[src/rtl/exu_pkg.sv]
package exu_pkg;

    typedef enum logic [3:0] {
        OP_ADD,
        OP_SUB,
        OP_AND,
        OP_OR,
        OP_XOR,
        OP_NOR,
        OP_SLT,
        OP_SLTU,
        OP_LUI,
        OP_SLL,
        OP_SRL,
        OP_SRA,
        OP_BAD
    } alu_op_e;

    typedef struct packed {
        alu_op_e op;
        logic    use_imm;    // second operand is the immediate
        logic    imm_zext;   // zero-extend instead of sign-extend
        logic    var_shamt;  // shift distance from rs operand
        logic    to_rt;      // destination is the rt field
        logic    bad;        // unimplemented encoding
    } dec_t;

endpackage

[src/rtl/exu_decode.sv]
module exu_decode
    import exu_pkg::*;
(
    input  logic [5:0] opcode,
    input  logic [5:0] funct,
    output dec_t       dec
);

    always_comb begin
        dec = '{op: OP_BAD, use_imm: 1'b0, imm_zext: 1'b0,
                var_shamt: 1'b0, to_rt: 1'b0, bad: 1'b0};
        if (opcode == 6'b000000) begin
            unique case (funct)
                6'b100000, 6'b100001: dec.op = OP_ADD;
                6'b100010, 6'b100011: dec.op = OP_SUB;
                6'b100100: dec.op = OP_AND;
                6'b100101: dec.op = OP_OR;
                6'b100110: dec.op = OP_XOR;
                6'b100111: dec.op = OP_NOR;
                6'b101010: dec.op = OP_SLT;
                6'b101011: dec.op = OP_SLTU;
                6'b000000: dec.op = OP_SLL;
                6'b000010: dec.op = OP_SRL;
                6'b000011: dec.op = OP_SRA;
                6'b000100: begin dec.op = OP_SLL; dec.var_shamt = 1'b1; end
                6'b000110: begin dec.op = OP_SRL; dec.var_shamt = 1'b1; end
                6'b000111: begin dec.op = OP_SRA; dec.var_shamt = 1'b1; end
                default:   dec.bad = 1'b1;
            endcase
        end else begin
            dec.use_imm = 1'b1;
            dec.to_rt   = 1'b1;
            unique case (opcode)
                6'b001000, 6'b001001: dec.op = OP_ADD;
                6'b001010: dec.op = OP_SLT;
                6'b001011: dec.op = OP_SLTU;
                6'b001100: begin dec.op = OP_AND; dec.imm_zext = 1'b1; end
                6'b001101: begin dec.op = OP_OR;  dec.imm_zext = 1'b1; end
                6'b001110: begin dec.op = OP_XOR; dec.imm_zext = 1'b1; end
                6'b001111: dec.op = OP_LUI;
                default:   dec.bad = 1'b1;
            endcase
        end
        if (dec.bad) begin
            dec.op = OP_BAD;
        end
    end

endmodule

[src/rtl/exu_shift.sv]
module exu_shift #(
    parameter int W = 32,
    localparam int SB = $clog2(W)
) (
    input  logic [W-1:0]  din,
    input  logic [SB-1:0] amt,
    input  logic          left,
    input  logic          arith,
    output logic [W-1:0]  dout
);

    // One right-shift network; left shifts reverse the word on the way in and out.
    logic          fill;
    logic [W-1:0]  pre;
    logic [W-1:0]  post;
    logic [W-1:0]  stg [SB+1];

    always_comb begin
        fill = arith & ~left & din[W-1];
        for (int i = 0; i < W; i++) begin
            pre[i] = left ? din[W-1-i] : din[i];
        end
    end

    assign stg[0] = pre;

    for (genvar k = 0; k < SB; k++) begin : g_stage
        localparam int D = 1 << k;
        assign stg[k+1] = amt[k] ? {{D{fill}}, stg[k][W-1:D]} : stg[k];
    end

    assign post = stg[SB];

    always_comb begin
        for (int i = 0; i < W; i++) begin
            dout[i] = left ? post[W-1-i] : post[i];
        end
    end

endmodule

[src/rtl/exu_alu.sv]
module exu_alu
    import exu_pkg::*;
#(
    parameter int XLEN = 32,
    localparam int IMMW = 16,
    localparam int SHW  = $clog2(XLEN),
    localparam int REGW = 5
) (
    input  logic            clk,
    input  logic            rst_n,
    input  logic [31:0]     instr,
    input  logic [XLEN-1:0] rs_val,
    input  logic [XLEN-1:0] rt_val,
    output logic [XLEN-1:0] result,
    output logic [REGW-1:0] dst_reg,
    output logic            illegal
);

    typedef struct packed {
        logic [XLEN-1:0] res;
        logic [REGW-1:0] dst;
        logic            bad;
    } stage_t;

    stage_t stage_d, stage_q;

    dec_t            dec;
    logic [IMMW-1:0] imm;
    logic [XLEN-1:0] imm_ext;
    logic [XLEN-1:0] opb;
    logic [SHW-1:0]  shamt;
    logic [XLEN-1:0] shifted;
    logic            unused_fields;

    assign imm           = instr[IMMW-1:0];
    assign unused_fields = ^instr[25:21];

    exu_decode u_dec (
        .opcode (instr[31:26]),
        .funct  (instr[5:0]),
        .dec    (dec)
    );

    assign imm_ext = dec.imm_zext ? {{(XLEN-IMMW){1'b0}}, imm}
                                  : {{(XLEN-IMMW){imm[IMMW-1]}}, imm};
    assign opb     = dec.use_imm ? imm_ext : rt_val;
    assign shamt   = dec.var_shamt ? rs_val[SHW-1:0] : instr[6+SHW-1:6];

    exu_shift #(.W(XLEN)) u_shift (
        .din   (rt_val),
        .amt   (shamt),
        .left  (dec.op == OP_SLL),
        .arith (dec.op == OP_SRA),
        .dout  (shifted)
    );

    always_comb begin
        stage_d     = '0;
        stage_d.bad = dec.bad;
        stage_d.dst = dec.bad ? '0 : (dec.to_rt ? instr[20:16] : instr[15:11]);
        unique case (dec.op)
            OP_ADD:  stage_d.res = rs_val + opb;
            OP_SUB:  stage_d.res = rs_val - opb;
            OP_AND:  stage_d.res = rs_val & opb;
            OP_OR:   stage_d.res = rs_val | opb;
            OP_XOR:  stage_d.res = rs_val ^ opb;
            OP_NOR:  stage_d.res = ~(rs_val | opb);
            OP_SLT:  stage_d.res = {{(XLEN-1){1'b0}}, $signed(rs_val) < $signed(opb)};
            OP_SLTU: stage_d.res = {{(XLEN-1){1'b0}}, rs_val < opb};
            OP_LUI:  stage_d.res = {imm, {(XLEN-IMMW){1'b0}}};
            OP_SLL, OP_SRL, OP_SRA: stage_d.res = shifted;
            default: stage_d.res = '0;
        endcase
    end

    always_ff @(posedge clk or negedge rst_n) begin
        if (!rst_n) begin
            stage_q <= '0;
        end else begin
            stage_q <= stage_d;
        end
    end

    assign result  = stage_q.res;
    assign dst_reg = stage_q.dst;
    assign illegal = stage_q.bad;

    // Checks: primed_q marks that one edge has passed since reset.
    logic primed_q;
    always_ff @(posedge clk or negedge rst_n) begin
        if (!rst_n) primed_q <= 1'b0;
        else        primed_q <= 1'b1;
    end

    assert_bad_zero_R12: assert property (@(posedge clk) disable iff (!rst_n)
        illegal |-> (result == '0 && dst_reg == '0));

    assert_add_wrap_R2: assert property (@(posedge clk) disable iff (!rst_n)
        (primed_q && $past(instr[31:26] == 6'b000000 && instr[5:1] == 5'b10000))
        |-> (result == $past(rs_val + rt_val) && !illegal));

    assert_lui_R8: assert property (@(posedge clk) disable iff (!rst_n)
        (primed_q && $past(instr[31:26] == 6'b001111))
        |-> (result == {$past(instr[15:0]), {(XLEN-IMMW){1'b0}}}));

    assert_slt_bool_R5: assert property (@(posedge clk) disable iff (!rst_n)
        (primed_q && $past(instr[31:26] == 6'b000000 && instr[5:1] == 5'b10101))
        |-> (result[XLEN-1:1] == '0));

    assert_imm_dst_R11: assert property (@(posedge clk) disable iff (!rst_n)
        (primed_q && !illegal && $past(instr[31:26] != 6'b000000))
        |-> (dst_reg == $past(instr[20:16])));

endmodule

[config.mk]
export PLATFORM = sky130hd
export DESIGN_NAME = exu_alu
export DESIGN_NICKNAME = d
export VERILOG_FILES = /design/src/rtl/exu_pkg.sv /design/src/rtl/exu_decode.sv /design/src/rtl/exu_shift.sv /design/src/rtl/exu_alu.sv
export SDC_FILE = /design/constraint.sdc
export NUM_CORES = 1
export LEC_CHECK = 0
export BUFFER_PORTS_ARGS = -buffer_cell sky130_fd_sc_hd__buf_4
export CORE_ASPECT_RATIO = 1.1
export CORE_MARGIN = 4
export CORE_UTILIZATION = 30
export CTS_CLUSTER_DIAMETER = 40
export DETAILED_ROUTE_END_ITERATION = 6
export PLACE_DENSITY = 0.54
export SYNTH_ARGS = -nofsm -noshare
export SYNTH_HDL_FRONTEND = slang
export SYNTH_SLANG_ARGS = --single-unit
[constraint.sdc]
create_clock -name clk -period 0.8 [get_ports clk]
set_input_delay 0.16 -clock clk [delete_from_list [all_inputs] [get_ports clk]]
set_output_delay 0.16 -clock clk [all_outputs]
set_load 0.02 [all_outputs]
== After elaboration in Yosys (flattened, before gate mapping) ==
Cells that the tools add are included.
Word-level totals
  bits in registers: 38
  bits in latches: 0
  RAM bits: 0
  bits in read-only memories: 0
  input bits: 98
  output and inout port bits: 38
  logic and storage cells: 148
  memories: 0
Cells by class
  add/subtract/negate cells: 2
  multiply operators: 0
  div/mod/pow operators: 0
  order comparisons: 2
  equal/unequal tests: 34
  shift-type cells: 0
  mux-type cells: 86
  bitwise operators: 7
  reduce and logical (&&, ||, !) cells: 14
Operator list (number)
  case mux 32 bit (10 select lines): 1
  2-to-1 mux 32 bit: 7
  2-to-1 mux 1 bit: 70
  less-than comparator 32 bit: 2
  equality test 6 bit (second input constant): 10
  equality test 6 x 4 -> 1 bit (second input constant): 8
  case mux 4 bit (11 select lines): 1
  adder 32 bit: 1
  AND 32 bit: 1
  NOT 32 bit: 1
  bitwise OR 32 bit: 1
  subtractor 32 bit: 1
  bitwise XOR 32 bit: 1
  case mux 4 bit (7 select lines): 1
  equality test 6 x 3 -> 1 bit (second input constant): 3
  equality test 4 x 3 -> 1 bit (second input constant): 4
  equality test 4 bit (second input constant): 4
  OR reduction 16 bit: 1
  2-to-1 mux 5 bit: 3
  equality test 6 x 2 -> 1 bit (second input constant): 2
  logical NOT 6 bit: 2
  OR reduction 2 bit: 6
  OR reduction 3 bit: 3
  equality test 4 x 2 -> 1 bit (second input constant): 2
  other kinds (7): 9

== Depth between registers and ports, before layout ==
  word-level depth: 16
  mapped depth: 21

== Hierarchy ==
From an unflattened synthesis, not the netlist that was laid out.
Second synthesis, totals
  cells, all modules: 1463
  area total of the unflattened synthesis: 10872.9 um2
By module, submodules not included
  exu_alu: times used 1, cells an instance 931, area each 6835.3 um2, seq. area each 950.9 um2
  exu_shift: times used 1, cells an instance 482, area each 3723.6 um2, seq. area each 0.0 um2
  exu_decode: times used 1, cells an instance 50, area each 314.1 um2, seq. area each 0.0 um2

== Worst setup path after synthesis ==
No wires, ideal clock.
  path type: input port to flip-flop
  from: input port instr[31]
  to: register stage_q (netlist bit result[30])
  setup time: 0.133 ns
  arrival time: 3.946 ns
  required time: 0.667 ns
  setup slack: -3.280 ns
  stages: 20
  path through: nor2_1 > and3_1 > buf_6 > clkbuf_1 > nand2_1 > o21ai_0 > inv_1 > ha_1 > o21bai_1 > a21oi_1 > o21ai_0 > a31oi_1 > o211a_1 > o21a_1 > o221ai_1 > a221o_1 > o41ai_1 > nor2_1 > a2111oi_0 > nand2_1
RTL lines
  start: declaration: RTL line exu_alu.sv:11  | input logic [31:0] instr,
  end signal: assignment: RTL line exu_alu.sv:80  | stage_q <= stage_d;
  end: declaration: RTL line exu_alu.sv:25  | stage_t stage_d, stage_q;

==> flow_summary.ini <==
[yosys]
synth-edff-count = 0
seq_area_frac_synth = 0.0879
ys_ff_latch = 38
main_combinational_cell_family_by_area_after_synthesis = compound AO/OA/AOI/OAI gates
syn-cell-area_mm2 = 0.0108
post_synth_fa_ha_maj_area_fraction = 0.116
synth_simple_gate_area_frac = 0.242
post_synthesis_net_count = 1835
synth-compound-area-share = 0.419
average_cell_area_after_synthesis_um2 = 6.60
synth.yosys.warnings = 0
synth-xor-area-share = 0.00729
synth.mux.area_fraction = 0.0362
asyncSetResetFlopFracSynth = 1.00
synth.lib_cells_used.distinct = 87
post_synth_inst_count = 1639
ys_dominant_reg_cell = sky130_fd_sc_hd__dfrtp_1

[placement]
detailed_place_hpwl_mm = 59.7
gp_congestion = 1.01
dp_cells = 2786
io_buffer_count = 130

[worst_setup_path]
worst_setup_path_end_kind = flop
worst_ep_arrival_time_ns = 3.87
critPathKind = input port to flop
crit_required_ns = 1.00
cp_num_buf_inv = 5
worst_path_max_delay_cell = sky130_fd_sc_hd__mux4_2
timing.critical_path.cells = buf_8 > buf_6 > or3b_4 > a21oi_2 > a41oi_2 > or3_4 > buf_12 > nor4_4 > buf_4 > nor2_4 > mux2i_1 > mux4_2 > a222oi_1 > buf_4 > nor2_2 > or4_1 > o211ai_1
most_numerous_cell_on_the_critical_path = sky130_fd_sc_hd__buf_4
critical_path.max_stage_delay_ns = 0.52
critPathMaxFanout = 5
start_kind = input port
timing.critical_path.max_delay_family = simple AND/OR/NAND/NOR gates

[timing]
fin_hold_ws_ns = 0.148
grt_setup_unrepaired = true
timing.final.max_slew_violations = 0
finalWorstPathRequiredPeriod_ns = 3.66
maxClockFrequency_mhz = 273
min_period_over_period = 4.58
setup-violations-final = 76
worstMarginPinSlew_ns = 0.722
setup_ws_ns = -2.86
timing_hold_violations_final = 0
slew_headroom = 0.517

[layout]
num_antenna_cells = 0
flow.area_growth_from_synthesis_pct = 101
layout.area.seq_um2 = 952
multiInputGateArea_mm2 = 0.0116
layout-drive-gt1-share = 0.564
stdcell_count = 2911
fillers = 3251
flip_flop_count_of_the_largest_register_all_copies_and_words_added = 32
fin_nets = 2625

[power]
irDropWorstVdd_mv = 0.981
power_leakage_nw = 9.68
power.density_mw_per_mm2 = 849

[die]
design.portCount = 136
floorplan.initialDensity = 0.306
core_region_area_mm2 = 0.0354
design.die.area_mm2 = 0.0392
core.rowCount = 72
die_extent_in_y_um = 207
die_width_um = 189

[min_path]
classification_of_the_worst_slack_hold_path = input port to flop

[global_route]
grt_max_degree = 23
track_usage = 0.353
grt_antenna_before_repair = 1
grt_overflow_total = 0
grt_pass1_vias = 16528
grt_first_pass_wirelength_mm = 107

[cts]
clock_tree.htree_level_count = 2
cts_tree = built
clk_transition_reported_paths_ns = 0.07
max-clock-path-buffers = 2
cts_sinks = 38
root_buf_cell = sky130_fd_sc_hd__clkbuf_16
cts_made_buffers = 5

[drt]
routed_wirelength_mm = 73.1
post_drt_wl_per_cell_um = 25.1
drc = 1
drt_iter0_drc = 1442
detail-route-antenna-nets = 0
first_pass_iters = 7
detailroute.via_count = 16994
detail_route.vias_per_cell = 5.84

[status]
run_status = complete, but fails checks
failed_checks = DRC, setup timing

[job]
maxCapViolCount = 0
[metrics by stage]
stage               total power [mW]  setup slack [ns]   util  area (µm²)  TNS (ns)
floorplan                       7.10             -2.73      -       11600    -79.11
global placement                13.0             -3.58  0.504       17900   -107.65
detailed placement              13.1             -3.78  0.504       17900   -109.39
CTS                             17.6             -2.87  0.588       20800    -93.94
global route                    19.3             -3.03  0.615       21800   -100.58
finish                          18.5             -2.86  0.615       21800    -96.02
[report_power, final]
group	internal (mW)	leakage, nW	switching (mW)
Sequential	2.10	0.499	0.111
Combinational	6.55	9.09	7.06
Clock	1.79	0.0940	0.878
[repair_timing]
action,in CTS,in global routing
endpoints found under the setup margin,76,76
buffers inserted,93,38
cloned,2,1
resized for setup,461,148
hold buffers,1,0
hold endpoints to repair,19,0
pin swaps,134,110
[worst min-delay path: stages]
cell and delay, ns:
sky130_fd_sc_hd__buf_4 0.11, sky130_fd_sc_hd__nand2_1 0.06, sky130_fd_sc_hd__a21oi_2 0.05
[Yosys cell counts (10+ instances only)]
cell / number / area [µm²]
sky130_fd_sc_hd__a2111oi_0: 23 / 201
sky130_fd_sc_hd__a211oi_1: 34 / 255
sky130_fd_sc_hd__a21o_1: 22 / 165
sky130_fd_sc_hd__a21oi_1: 107 / 536
sky130_fd_sc_hd__a221o_1: 15 / 150
sky130_fd_sc_hd__a221oi_1: 33 / 289
sky130_fd_sc_hd__a22oi_1: 22 / 165
sky130_fd_sc_hd__a31oi_1: 22 / 138
sky130_fd_sc_hd__a32oi_1: 19 / 166
sky130_fd_sc_hd__and3_1: 21 / 131
sky130_fd_sc_hd__buf_1: 10 / 37.5
sky130_fd_sc_hd__buf_2: 23 / 115
sky130_fd_sc_hd__clkbuf_1: 103 / 387
sky130_fd_sc_hd__dfrtp_1: 38 / 951
sky130_fd_sc_hd__ha_1: 96 / 1200
sky130_fd_sc_hd__inv_1: 99 / 372
sky130_fd_sc_hd__mux2_2: 11 / 124
sky130_fd_sc_hd__mux2i_1: 20 / 200
sky130_fd_sc_hd__nand2_1: 210 / 788
sky130_fd_sc_hd__nand2b_1: 12 / 75.1
sky130_fd_sc_hd__nand3_1: 83 / 415
sky130_fd_sc_hd__nand4_1: 12 / 75.1
sky130_fd_sc_hd__nor2_1: 135 / 507
sky130_fd_sc_hd__nor2b_1: 10 / 62.6
sky130_fd_sc_hd__nor3_1: 32 / 160
sky130_fd_sc_hd__o211ai_1: 26 / 195
sky130_fd_sc_hd__o21a_1: 27 / 203
sky130_fd_sc_hd__o21ai_0: 135 / 676
sky130_fd_sc_hd__o21bai_1: 16 / 120
sky130_fd_sc_hd__o221ai_1: 20 / 175
sky130_fd_sc_hd__o22ai_1: 19 / 119
sky130_fd_sc_hd__o31ai_1: 18 / 135
[area by class of cell]
type | count | share of cell area
repair buffers | 928 | 0.368
clock buffers | 5 | 0.00574
multi-input cells | 1357 | 0.534
clock inverters | 3 | 0.00316
well taps | 481 | 0.0276
flip-flops and latches | 38 | 0.0437
inverters | 99 | 0.0174
[placed cells by master (no fill, tap or decap), types with 13 or more instances in the layout]
cell type / n
sky130_fd_sc_hd__buf_4: 759
sky130_fd_sc_hd__nand2_1: 174
sky130_fd_sc_hd__buf_6: 117
sky130_fd_sc_hd__nor2_1: 109
sky130_fd_sc_hd__inv_1: 79
sky130_fd_sc_hd__o21ai_0: 78
sky130_fd_sc_hd__ha_1: 68
sky130_fd_sc_hd__nand3_1: 67
sky130_fd_sc_hd__a21oi_1: 66
sky130_fd_sc_hd__buf_12: 41
sky130_fd_sc_hd__dfrtp_1: 37
sky130_fd_sc_hd__a21oi_2: 32
sky130_fd_sc_hd__o211ai_1: 26
sky130_fd_sc_hd__o21ai_1: 24
sky130_fd_sc_hd__o21a_1: 23
sky130_fd_sc_hd__o21ai_2: 23
sky130_fd_sc_hd__nand2_2: 22
sky130_fd_sc_hd__a221oi_1: 22
sky130_fd_sc_hd__a21o_1: 20
sky130_fd_sc_hd__ha_4: 20
sky130_fd_sc_hd__inv_2: 17
sky130_fd_sc_hd__o22ai_1: 16
sky130_fd_sc_hd__a211oi_2: 16
sky130_fd_sc_hd__nor2_2: 15
sky130_fd_sc_hd__a32oi_1: 14
sky130_fd_sc_hd__a221o_1: 14
sky130_fd_sc_hd__nor2_4: 13
sky130_fd_sc_hd__nor3_2: 13
sky130_fd_sc_hd__and3_1: 13
sky130_fd_sc_hd__a22oi_1: 13
sky130_fd_sc_hd__a211oi_1: 13
[cells by family (layout without fill, tap and decap cells)]
logic type                 after synthesis  after routing
DFF                                     38             38
buffers and inverters                  244           1035
adders and majority gates               99             99
and+or+nand+nor                        568            568
muxes                                   34             34
AOI/OAI and AO/OA                      647            647
xor gates and xnor gates                 9              9
[routing by layer]
metal / GRT usage / up-vias / part of all wire
met5: 0 / - / 0.00022
met4: 0.149 / 2 / 0.052
met3: 0.0478 / 151 / 0.070
met2: 0.563 / 769 / 0.45
met1: 0.479 / 8323 / 0.43
li1: - / 7749 / -
[final timing paths]
kind                       startpoint    endpoint  slack [ns]  depth (start not counted)
setup / recovery            instr[29]   result[6]       -2.86                         17
hold / removal              instr[19]  dst_reg[3]        0.15                          3
max in group asynchronous       rst_n  dst_reg[3]        0.13                          3
min in group asynchronous       rst_n  result[13]        0.28                          2
Note: power is estimated with default switching activity, not from simulation.
